===== config.mk =====
export PLATFORM = sky130hd
export DESIGN_NAME = frame_start_watchdog
export DESIGN_NICKNAME = d
export VERILOG_FILES = /design/src/rtl/fsw_pkg.sv /design/src/rtl/fsw_timebase.sv /design/src/rtl/fsw_miss_cnt.sv /design/src/rtl/fsw_retry_fsm.sv /design/src/rtl/frame_start_watchdog.sv
export SDC_FILE = /design/constraint.sdc
export NUM_CORES = 1
export LEC_CHECK = 0
export ABC_AREA = 0
export CAP_MARGIN = 20
export CORE_MARGIN = 10
export CORE_UTILIZATION = 55
export DETAILED_ROUTE_END_ITERATION = 7
export MAX_ROUTING_LAYER = met4
export PLACE_DENSITY = 0.8
export SETUP_SLACK_MARGIN = 0.2
export SLEW_MARGIN = 0
export SYNTH_ARGS = -nofsm -noshare
export SYNTH_HDL_FRONTEND = slang
export SYNTH_SLANG_ARGS = --single-unit

===== constraint.sdc =====
create_clock -name clk -period 3.05 [get_ports clk]
set_input_delay 0.61 -clock clk [delete_from_list [all_inputs] [get_ports clk]]
set_output_delay 0.61 -clock clk [all_outputs]
set_load 0.02 [all_outputs]

===== src/rtl/fsw_pkg.sv =====
`timescale 1ns/1ps
package fsw_pkg;
  typedef enum logic [1:0] {
    ST_WATCH = 2'd0,
    ST_HOLD  = 2'd1,
    ST_RETRY = 2'd2,
    ST_DEAD  = 2'd3
  } fsw_state_e;
endpackage


===== src/rtl/fsw_timebase.sv =====
`timescale 1ns/1ps
module fsw_timebase #(
  parameter int PERIOD_W = 16
) (
  input  logic                clk,
  input  logic                rst,
  input  logic                clear,
  input  logic [PERIOD_W-1:0] frame_len,
  output logic                tick
);
  logic [PERIOD_W-1:0] cnt;

  assign tick = (cnt == frame_len - 1'b1);

  always_ff @(posedge clk) begin
    if (rst || clear)
      cnt <= '0;
    else if (tick)
      cnt <= '0;
    else
      cnt <= cnt + 1'b1;
  end
endmodule


===== src/rtl/fsw_miss_cnt.sv =====
`timescale 1ns/1ps
module fsw_miss_cnt #(
  parameter int MISS_W = 4
) (
  input  logic              clk,
  input  logic              rst,
  input  logic              clear,
  input  logic              tick,
  input  logic [MISS_W-1:0] miss_limit,
  output logic              hit
);
  localparam logic [MISS_W-1:0] SAT = '1;
  logic [MISS_W-1:0] missed;

  assign hit = (missed == miss_limit);

  always_ff @(posedge clk) begin
    if (rst || clear)
      missed <= '0;
    else if (tick && missed != SAT)
      missed <= missed + 1'b1;
  end
endmodule


===== src/rtl/fsw_retry_fsm.sv =====
`timescale 1ns/1ps
module fsw_retry_fsm
  import fsw_pkg::*;
#(
  parameter int OFF_W   = 8,
  parameter int MAX_TRY = 3,
  parameter int TRY_W   = $clog2(MAX_TRY + 1)
) (
  input  logic             clk,
  input  logic             rst,
  input  logic             start_pulse,
  input  logic             hit,
  input  logic [OFF_W-1:0] off_len,
  output logic             restart,
  output logic             seq_en,
  output logic             alert,
  output logic             shutdown,
  output logic             err_flag,
  output logic [TRY_W-1:0] err_tries
);
  localparam logic [TRY_W-1:0] LAST_TRY = TRY_W'(MAX_TRY);

  fsw_state_e       state;
  logic [TRY_W-1:0] tries;
  logic [OFF_W-1:0] off_cnt;

  assign restart = (state == ST_HOLD) || (state == ST_DEAD);

  always_ff @(posedge clk) begin
    if (rst) begin
      state     <= ST_WATCH;
      tries     <= '0;
      off_cnt   <= '0;
      seq_en    <= 1'b1;
      alert     <= 1'b0;
      shutdown  <= 1'b0;
      err_flag  <= 1'b0;
      err_tries <= '0;
    end else begin
      alert <= 1'b0;
      case (state)
        ST_WATCH: begin
          if (!start_pulse && hit) begin
            state   <= ST_HOLD;
            tries   <= TRY_W'(1);
            off_cnt <= '0;
            seq_en  <= 1'b0;
            alert   <= 1'b1;
          end
        end
        ST_HOLD: begin
          if (start_pulse) begin
            state  <= ST_WATCH;
            tries  <= '0;
            seq_en <= 1'b1;
          end else if (off_cnt == off_len - 1'b1) begin
            state  <= ST_RETRY;
            seq_en <= 1'b1;
          end else begin
            off_cnt <= off_cnt + 1'b1;
          end
        end
        ST_RETRY: begin
          if (start_pulse) begin
            state <= ST_WATCH;
            tries <= '0;
          end else if (hit) begin
            alert  <= 1'b1;
            seq_en <= 1'b0;
            if (tries == LAST_TRY) begin
              state     <= ST_DEAD;
              shutdown  <= 1'b1;
              err_flag  <= 1'b1;
              err_tries <= tries;
            end else begin
              state   <= ST_HOLD;
              tries   <= tries + 1'b1;
              off_cnt <= '0;
            end
          end
        end
        default: begin
          seq_en <= 1'b0;
        end
      endcase
    end
  end
endmodule


===== src/rtl/frame_start_watchdog.sv =====
`timescale 1ns/1ps
module frame_start_watchdog #(
  parameter int PERIOD_W = 16,
  parameter int MISS_W   = 4,
  parameter int OFF_W    = 8,
  parameter int MAX_TRY  = 3,
  parameter int TRY_W    = $clog2(MAX_TRY + 1)
) (
  input  logic                clk,
  input  logic                rst,
  input  logic                start_pulse,
  input  logic [PERIOD_W-1:0] frame_len,
  input  logic [MISS_W-1:0]   miss_limit,
  input  logic [OFF_W-1:0]    off_len,
  output logic                seq_en,
  output logic                alert,
  output logic                shutdown,
  output logic                err_flag,
  output logic [TRY_W-1:0]    err_tries
);
  logic tick;
  logic hit;
  logic restart;
  logic clear;

  assign clear = start_pulse || restart;

  fsw_timebase #(.PERIOD_W(PERIOD_W)) u_timebase (
    .clk       (clk),
    .rst       (rst),
    .clear     (clear),
    .frame_len (frame_len),
    .tick      (tick)
  );

  fsw_miss_cnt #(.MISS_W(MISS_W)) u_miss (
    .clk        (clk),
    .rst        (rst),
    .clear      (clear),
    .tick       (tick),
    .miss_limit (miss_limit),
    .hit        (hit)
  );

  fsw_retry_fsm #(
    .OFF_W   (OFF_W),
    .MAX_TRY (MAX_TRY),
    .TRY_W   (TRY_W)
  ) u_fsm (
    .clk         (clk),
    .rst         (rst),
    .start_pulse (start_pulse),
    .hit         (hit),
    .off_len     (off_len),
    .restart     (restart),
    .seq_en      (seq_en),
    .alert       (alert),
    .shutdown    (shutdown),
    .err_flag    (err_flag),
    .err_tries   (err_tries)
  );
endmodule


==> metrics.md, run 1 <==
| Metric | Value |
|---|---|
| Hold_ws | `0.458 ns` |
| Post-route minimum period | `2.73 ns` |
| H-tree Lvls | `2` |
| Total CTS buffers | `5` |
| Psw | `0.000369 W` |
| GPL Wtd Cong | `0.865` |
| Fmax | `367 MHz` |
| Row cnt | `25` |
| Final HPWL DP | `5.01 mm` |
| Mapped Cells | `335` |
| CP delay by family, top | `simple AND/OR/NAND/NOR gates` |
| Max-cap viol count | `0` |
| All-Layer GR Usage | `0.165` |
| Slowest-stage cell, CP | `or4_4` |
| Crit-path max FO | `6` |
| Nature of the critical path startpoint | `input port` |
| WP data required | `3.23 ns` |
| DR vias | `2,623` |
| Yosys top cell area share | `0.275` |
| Max incr delay on CP | `0.48 ns` |
| RSZ-0062 raised after global routing | `false` |
| Post-synth ARST share | `0` |
| Syn_area_per_cell | `8.04 um^2` |
| Starting density of the core | `0.570` |
| P per Cell Area | `347 nW/um^2` |
| Buffers and inverters on the worst path | `3` |
| VDD IR max | `0.000226 V` |
| Seq/Total Area, Yosys | `0.275` |
| Max Slew Vio Count | `0` |
| P_leak | `1.30 nW` |
| Horiz. Die Dim | `90.0 um` |
| Synth warnings | `0` |
| Final hold violation count | `0` |
| DRT iter0 DRCs | `48` |
| Leading area contributor after synthesis | `dfxtp_1` |
| Vias in the first global route | `2,638` |
| Most frequent cells in the layout | `39 x nor2_1, 37 x dfxtp_1, 32 x clkdlybuf4s50_1` |
| GRT overflow | `0` |
| Placed Area | `3270 um^2` |
| Clk Latency, worst-skew pair | `0.30 ns` |
| Ports | `37` |
| DIE HEIGHT | `90.0 um` |
| Diode count | `0` |
| Drt wl/cell | `13.9 um` |
| Sequential fraction of design power | `0.439` |
| Min-Delay Path Class | `register to register` |
| Synth Cell Area | `2690 um^2` |
| Syn nets | `376` |
| Most common cell after layout, fill and taps aside | `nor2_1` |
| Outcome | `complete, no violations` |
| Ys flop type | `dfxtp_1` |
| Crit-path most repeated cell | `buf_6` |
| Worst-margin pin slew | `0.748 ns` |
| Detailed Routing Iterations Pass 1 | `4` |
| Post-synth EDFFs | `0` |
| First-pass GRT wire length | `11.4 mm` |
| DRC viols | `0` |
| CTS root buf | `clkbuf_8` |
| Sw frac | `0.310` |
| Power share of the clock group | `0.283` |
| Share of cells above drive strength 1 | `0.131` |
| Synth unique cells | `56` |
| Sinks on Clock Net | `37` |
| Final Cell Area | `3430 um^2` |
| Detail Route Antenna Nets | `0` |
| Post-Route WL | `6.45 mm` |
| Slew headroom | `0.497` |
| CP cell instances | `dlygate4sd2_1 > or4_4 > or3_4 > a2111oi_4 > o2111ai_2 > buf_6 > o21ai_4 > buf_6 > nor2_1` |
| Setup CP Type | `input port to register` |
| Bufs on Longest Clock Path | `2` |
| CTS tree | `built` |
| Crit path DAT | `2.91 ns` |
| Final #Nets | `436` |
| Layout Area Growth over Synthesis | `27.3%` |
| Core ar. | `4720 um^2` |
| Clock Skew | `0.0129 ns` |
| Pin count of the biggest net entering global routing | `16` |
| Tcrit/Tclk final | `0.894` |
| Cts hold-fix bufs | `0` |
| Final setup violation count | `0` |
| Power Total | `0.00119 W` |
| Gate power share | `0.278` |
| Pint | `0.000821 W` |
| #FFs+latches synth | `37` |
| Die ar. | `8090 um^2` |
| Clock-pin transition on the worst setup and hold timing paths | `0.08 ns` |
| Ranking of synthesized cells by area | `dfxtp_1 28%, xor2_1 7.8%, xnor2_1 7.2%, nor2_1 5.4%, ha_1 4.6%` |
| Number of vias per cell | `5.67` |
| IO Port Bufs | `36` |
| Critical path endpoint category | `register` |
| Initial antenna violation count | `0` |
## path summary, 6_finish.rpt
kind	from	end	slack (ns)	cells after the start
max	frame_len[2]	u_timebase.cnt[5]$_SDFF_PP0_	0.32	9
min	u_fsm.shutdown$_SDFFE_PP0P_	u_fsm.shutdown$_SDFFE_PP0P_	0.46	2
max reg2reg	u_fsm.state[1]$_SDFFE_PP0P_	u_fsm.off_cnt[3]$_SDFFE_PP0P_	0.71	7
min reg2reg	u_fsm.shutdown$_SDFFE_PP0P_	u_fsm.shutdown$_SDFFE_PP0P_	0.46	2
## sequential cells by signal (all words and copies together), names as in the netlist
| name | cells |
|---|---|
| u_fsm.state | 2 |
| u_fsm.tries | 2 |
| u_fsm.shutdown | 1 |
| u_fsm.off_cnt | 8 |
| u_timebase.cnt | 16 |
| u_miss.missed | 4 |
| u_fsm.err_tries | 2 |
| u_fsm.alert | 1 |
| u_fsm.seq_en | 1 |
## synthesized netlist by cell type, drive strengths merged (2+ instances only)
master and number:
a2111oi 2, a211oi 2, a21o 4, a21oi 15, a22oi 2, a31oi 3
and2 4, and3 4, buf 3, clkbuf 7, dfxtp 37, ha 10
inv 15, mux2i 6, nand2 22, nand2b 6, nand3 10, nand3b 4
nand4 15, nand4b 2, nor2 39, nor3 12, nor3b 3, nor4 9
nor4b 2, o2111a 3, o2111ai 3, o211ai 4, o21ai 9, o21bai 2
o31ai 3, or2 3, or3 6, or4 5, xnor2 22, xor2 24
## kinds of logic after synthesis
kind of cell / synth area share
AOI/OAI and AO/OA: 0.169
xor gates and xnor gates: 0.150
adders and majority gates: 0.0465
buffers and inverters: 0.0395
DFF: 0.275
muxes: 0.0265
and+or+nand+nor: 0.294
## worst reg2reg max path: stages, from the launching register on
cell and delay [ns]:
dfxtp_1 0.38, inv_1 0.09, ha_1 0.32, a2111oi_0 0.56, a21o_1 0.26, nand2_1 0.09
or4_1 0.40, a31oi_1 0.16
## through the flow
| step | setup TNS, ns | setup slack [ns] | util | instances |
|---|---|---|---|---|
| after detailed placement | -4.34 | -0.253 | 0.693 | 453 |
| after floorplan | 0 | 0.211 | - | 335 |
| after CTS | 0 | 0.203 | 0.718 | 462 |
| after global routing | 0 | 0.206 | 0.726 | 463 |
| final | 0 | 0.323 | 0.726 | 463 |
| after global placement | -2.58 | -0.158 | 0.693 | 453 |
## repair_timing
| item | in CTS | in global routing |
|---|---|---|
| setup endpoints to repair | 19 | 20 |
| setup buffers | 0 | 1 |
| gates resized for setup | 10 | 8 |
| pin swaps | 5 | 5 |
| gates cloned | 1 | 0 |
## layer usage
layer	up-vias	share of wire	wire (um)	track usage
met4	0	0.0076	49	0.0398
li1	1336	-	-	-
met1	1236	0.44	2830	0.172
met2	46	0.52	3360	0.306
met3	5	0.033	213	0.0357
met5	-	0	0	-
## area by class of cell
class | count | area (um^2)
Timing Repair Buffer | 63 | 573
Sequential cell | 37 | 741
Clock buffer | 6 | 72.6
Tap cell | 67 | 83.8
Clock inverter | 2 | 10.0
Multi-Input combinational cell | 273 | 1890
Fill cell | 391 | 1290
Inverter | 15 | 56.3
## power by group through the flow
stage                     Combinational (W)  Clock (W)  Sequential [W]
after floorplan                    0.000190          0        0.000535
after global placement             0.000312          0        0.000532
after detailed placement           0.000319          0        0.000534
after CTS                          0.000328   0.000343        0.000523
after global routing               0.000367   0.000368        0.000526
final                              0.000331   0.000337        0.000522
(Power assumes the default switching activity.)
==> run 2: changes to the inputs <==
Settings changed: CELL_PAD_IN_SITES_DETAIL_PLACEMENT set to 1, CELL_PAD_IN_SITES_GLOBAL_PLACEMENT set to 2, CORE_UTILIZATION 55 to 33, PLACE_DENSITY 0.8 to not set, PLACE_DENSITY_LB_ADDON set to 0.1.
==> metrics.md, run 2 (same netlist as run 1, synthesis figures left out) <==
| Metric | Value |
|---|---|
| DR vias | `2,632 (was 2,623)` |
| CTS root buf | `clkbuf_8 (unchanged)` |
| Crit-path max FO | `7 (was 6)` |
| Max FFs per register | `16 (unchanged)` |
| Hold_ws | `0.467 ns (was 0.458 ns)` |
| Worst setup margin | `0.211 ns (was 0.323 ns)` |
| Final setup violation count | `0 (unchanged)` |
| Drt wl/cell | `15.3 um (was 13.9 um)` |
| Max-cap viol count | `0 (unchanged)` |
| Critical path endpoint category | `register (unchanged)` |
| First-pass GRT wire length | `13.0 mm (was 11.4 mm)` |
| Most frequent cells in the layout | `39 x nor2_1, 37 x buf_4, 37 x dfxtp_1 (was 39 x nor2_1, 37 x dfxtp_1, 32 x clkdlybuf4s50_1)` |
| Clock-pin transition on the worst setup and hold timing paths | `0.08 ns (about the same)` |
| DRC viols | `0 (unchanged)` |
| Detail Route Antenna Nets | `0 (unchanged)` |
| Min-Delay Path Class | `register to register (unchanged)` |
| H-tree Lvls | `2 (unchanged)` |
| Crit path DAT | `3.03 ns (was 2.91 ns)` |
| Share of cells above drive strength 1 | `0.170 (was 0.131)` |
| Slew headroom | `0.551 (was 0.497)` |
| Number of vias per cell | `5.17 (was 5.67)` |
| Cts hold-fix bufs | `0 (unchanged)` |
| Largest reg by FF count | `u_timebase.cnt (unchanged)` |
| Psw | `0.000387 W (was 0.000369 W)` |
| GRT overflow | `0 (unchanged)` |
| Row cnt | `32 (was 25)` |
| Setup CP Type | `input port to register (unchanged)` |
| Clk Latency, worst-skew pair | `0.29 ns (was 0.30 ns)` |
| Max Slew Vio Count | `0 (unchanged)` |
| Horiz. Die Dim | `110 um (was 90.0 um)` |
| Layout Area Growth over Synthesis | `34.1% (was 27.3%)` |
| Total CTS buffers | `5 (unchanged)` |
| Initial antenna violation count | `0 (unchanged)` |
| Final #Nets | `447 (was 436)` |
| Pint | `0.000937 W (was 0.000821 W)` |
| GPL Wtd Cong | `0.796 (was 0.865)` |
| Clock Skew | `0.0142 ns (was 0.0129 ns)` |
| P_leak | `1.36 nW (was 1.30 nW)` |
| Sinks on Clock Net | `37 (unchanged)` |
| Final HPWL DP | `6.14 mm (was 5.01 mm)` |
| Diode count | `0 (unchanged)` |
| Power share of the clock group | `0.338 (was 0.283)` |
| WP data required | `3.24 ns (was 3.23 ns)` |
| Sequential fraction of design power | `0.396 (was 0.439)` |
| Final hold violation count | `0 (unchanged)` |
| P per Cell Area | `367 nW/um^2 (was 347 nW/um^2)` |
| Placed Area | `3400 um^2 (was 3270 um^2)` |
| Ports | `37 (unchanged)` |
| Post-route minimum period | `2.84 ns (was 2.73 ns)` |
| Outcome | `complete, no violations (unchanged)` |
| IO Port Bufs | `36 (unchanged)` |
| All-Layer GR Usage | `0.135 (was 0.165)` |
| Fmax | `352 MHz (was 367 MHz)` |
| Worst-margin pin slew | `0.657 ns (was 0.748 ns)` |
| DRT iter0 DRCs | `61 (was 48)` |
| Place WS | `-0.265 ns (was -0.253 ns)` |
| Power Total | `0.00132 W (was 0.00119 W)` |
| Core ar. | `7850 um^2 (was 4720 um^2)` |
| Tcrit/Tclk final | `0.931 (was 0.894)` |
| Vias in the first global route | `2,758 (was 2,638)` |
| RSZ-0062 raised after global routing | `true (was false)` |
| Nature of the critical path startpoint | `input port (unchanged)` |
| Detailed Routing Iterations Pass 1 | `4 (unchanged)` |
| VDD IR max | `0.000165 V (was 0.000226 V)` |
| Gate power share | `0.266 (was 0.278)` |
| Bufs on Longest Clock Path | `2 (unchanged)` |
| CTS tree | `built (unchanged)` |
| Most common cell after layout, fill and taps aside | `nor2_1 (unchanged)` |
| Sw frac | `0.292 (was 0.310)` |
| Post-Route WL | `7.81 mm (was 6.45 mm)` |
| Die ar. | `12,200 um^2 (was 8090 um^2)` |
| DIE HEIGHT | `110 um (was 90.0 um)` |
| Final Cell Area | `3610 um^2 (was 3430 um^2)` |
| Starting density of the core | `0.343 (was 0.570)` |
| Pin count of the biggest net entering global routing | `16 (unchanged)` |
| Largest regs | `u_timebase.cnt x16, u_fsm.off_cnt x8, u_miss.missed x4 (unchanged)` |
==> run 2: changes by cell type in the layout (fill, tap and decap cells not counted), sizes merged <==
cell         before  now
buf              27   38
clkinv            2    0
bufinv            0    1
dlygate4sd2       2    3
==> run 2: path summary, 6_finish.rpt <==
path	endpoint	slack [ns]	start	cells after the start
worst max register to register	u_fsm.off_cnt[2]$_SDFFE_PP0P_	0.52	u_fsm.state[1]$_SDFFE_PP0P_	7
worst min register to register	u_fsm.shutdown$_SDFFE_PP0P_	0.47	u_fsm.shutdown$_SDFFE_PP0P_	2
worst min-delay path	u_fsm.shutdown$_SDFFE_PP0P_	0.47	u_fsm.shutdown$_SDFFE_PP0P_	2
worst max-delay path	u_timebase.cnt[15]$_SDFF_PP0_	0.21	frame_len[0]	9
==> run 2: worst max-delay path, stage by stage <==
cell and delay (ns):
dlygate4sd2_1 0.27, or4_4 0.54, or3_4 0.40, a2111oi_4 0.42, o2111ai_2 0.19, buf_4 0.20, o21ai_2 0.16, buf_4 0.18
nor2_1 0.05
==> run 2: area by class of cell <==
class / count / area (um^2)
multi-input combinational: 273 / 1920
clock buffer: 7 / 86.3
inverter: 15 / 56.3
tap: 102 / 128
timing repair buffer: 74 / 648
sequential: 37 / 741
clock inverter: 1 / 30.0
fill: 954 / 4240
==> run 2: power by group through the flow <==
stage	Clock, W	Combinational (W)	Sequential [W]
2_1_floorplan	0	0.000190	0.000535
3_3_place_gp	0	0.000340	0.000534
3_5_place_dp	0	0.000346	0.000536
4_1_cts	0.000464	0.000350	0.000525
5_1_grt	0.000488	0.000393	0.000528
6_report	0.000448	0.000352	0.000524
==> run 2: routing by layer <==
layer  vias up  global-route usage  share of wire
met5         -                   -              0
li1       1363                   -              -
met3         5              0.0319          0.034
met2        26               0.204           0.45
met1      1238               0.178           0.51
met4         0              0.0312         0.0069
==> run 2: metrics by stage <==
step / cells / util / TNS, ns
final: 509 / 0.460 / 0
after global routing: 509 / 0.460 / 0
after CTS: 508 / 0.452 / 0
after detailed placement: 499 / 0.433 / -4.73
after global placement: 499 / 0.433 / -3.48
after floorplan: 335 / - / 0
==> run 2: repair_timing <==
action,in CTS,in global routing
setup buffers,1,1
resized for setup,7,12
setup endpoints to repair,20,24
pin swaps,1,6
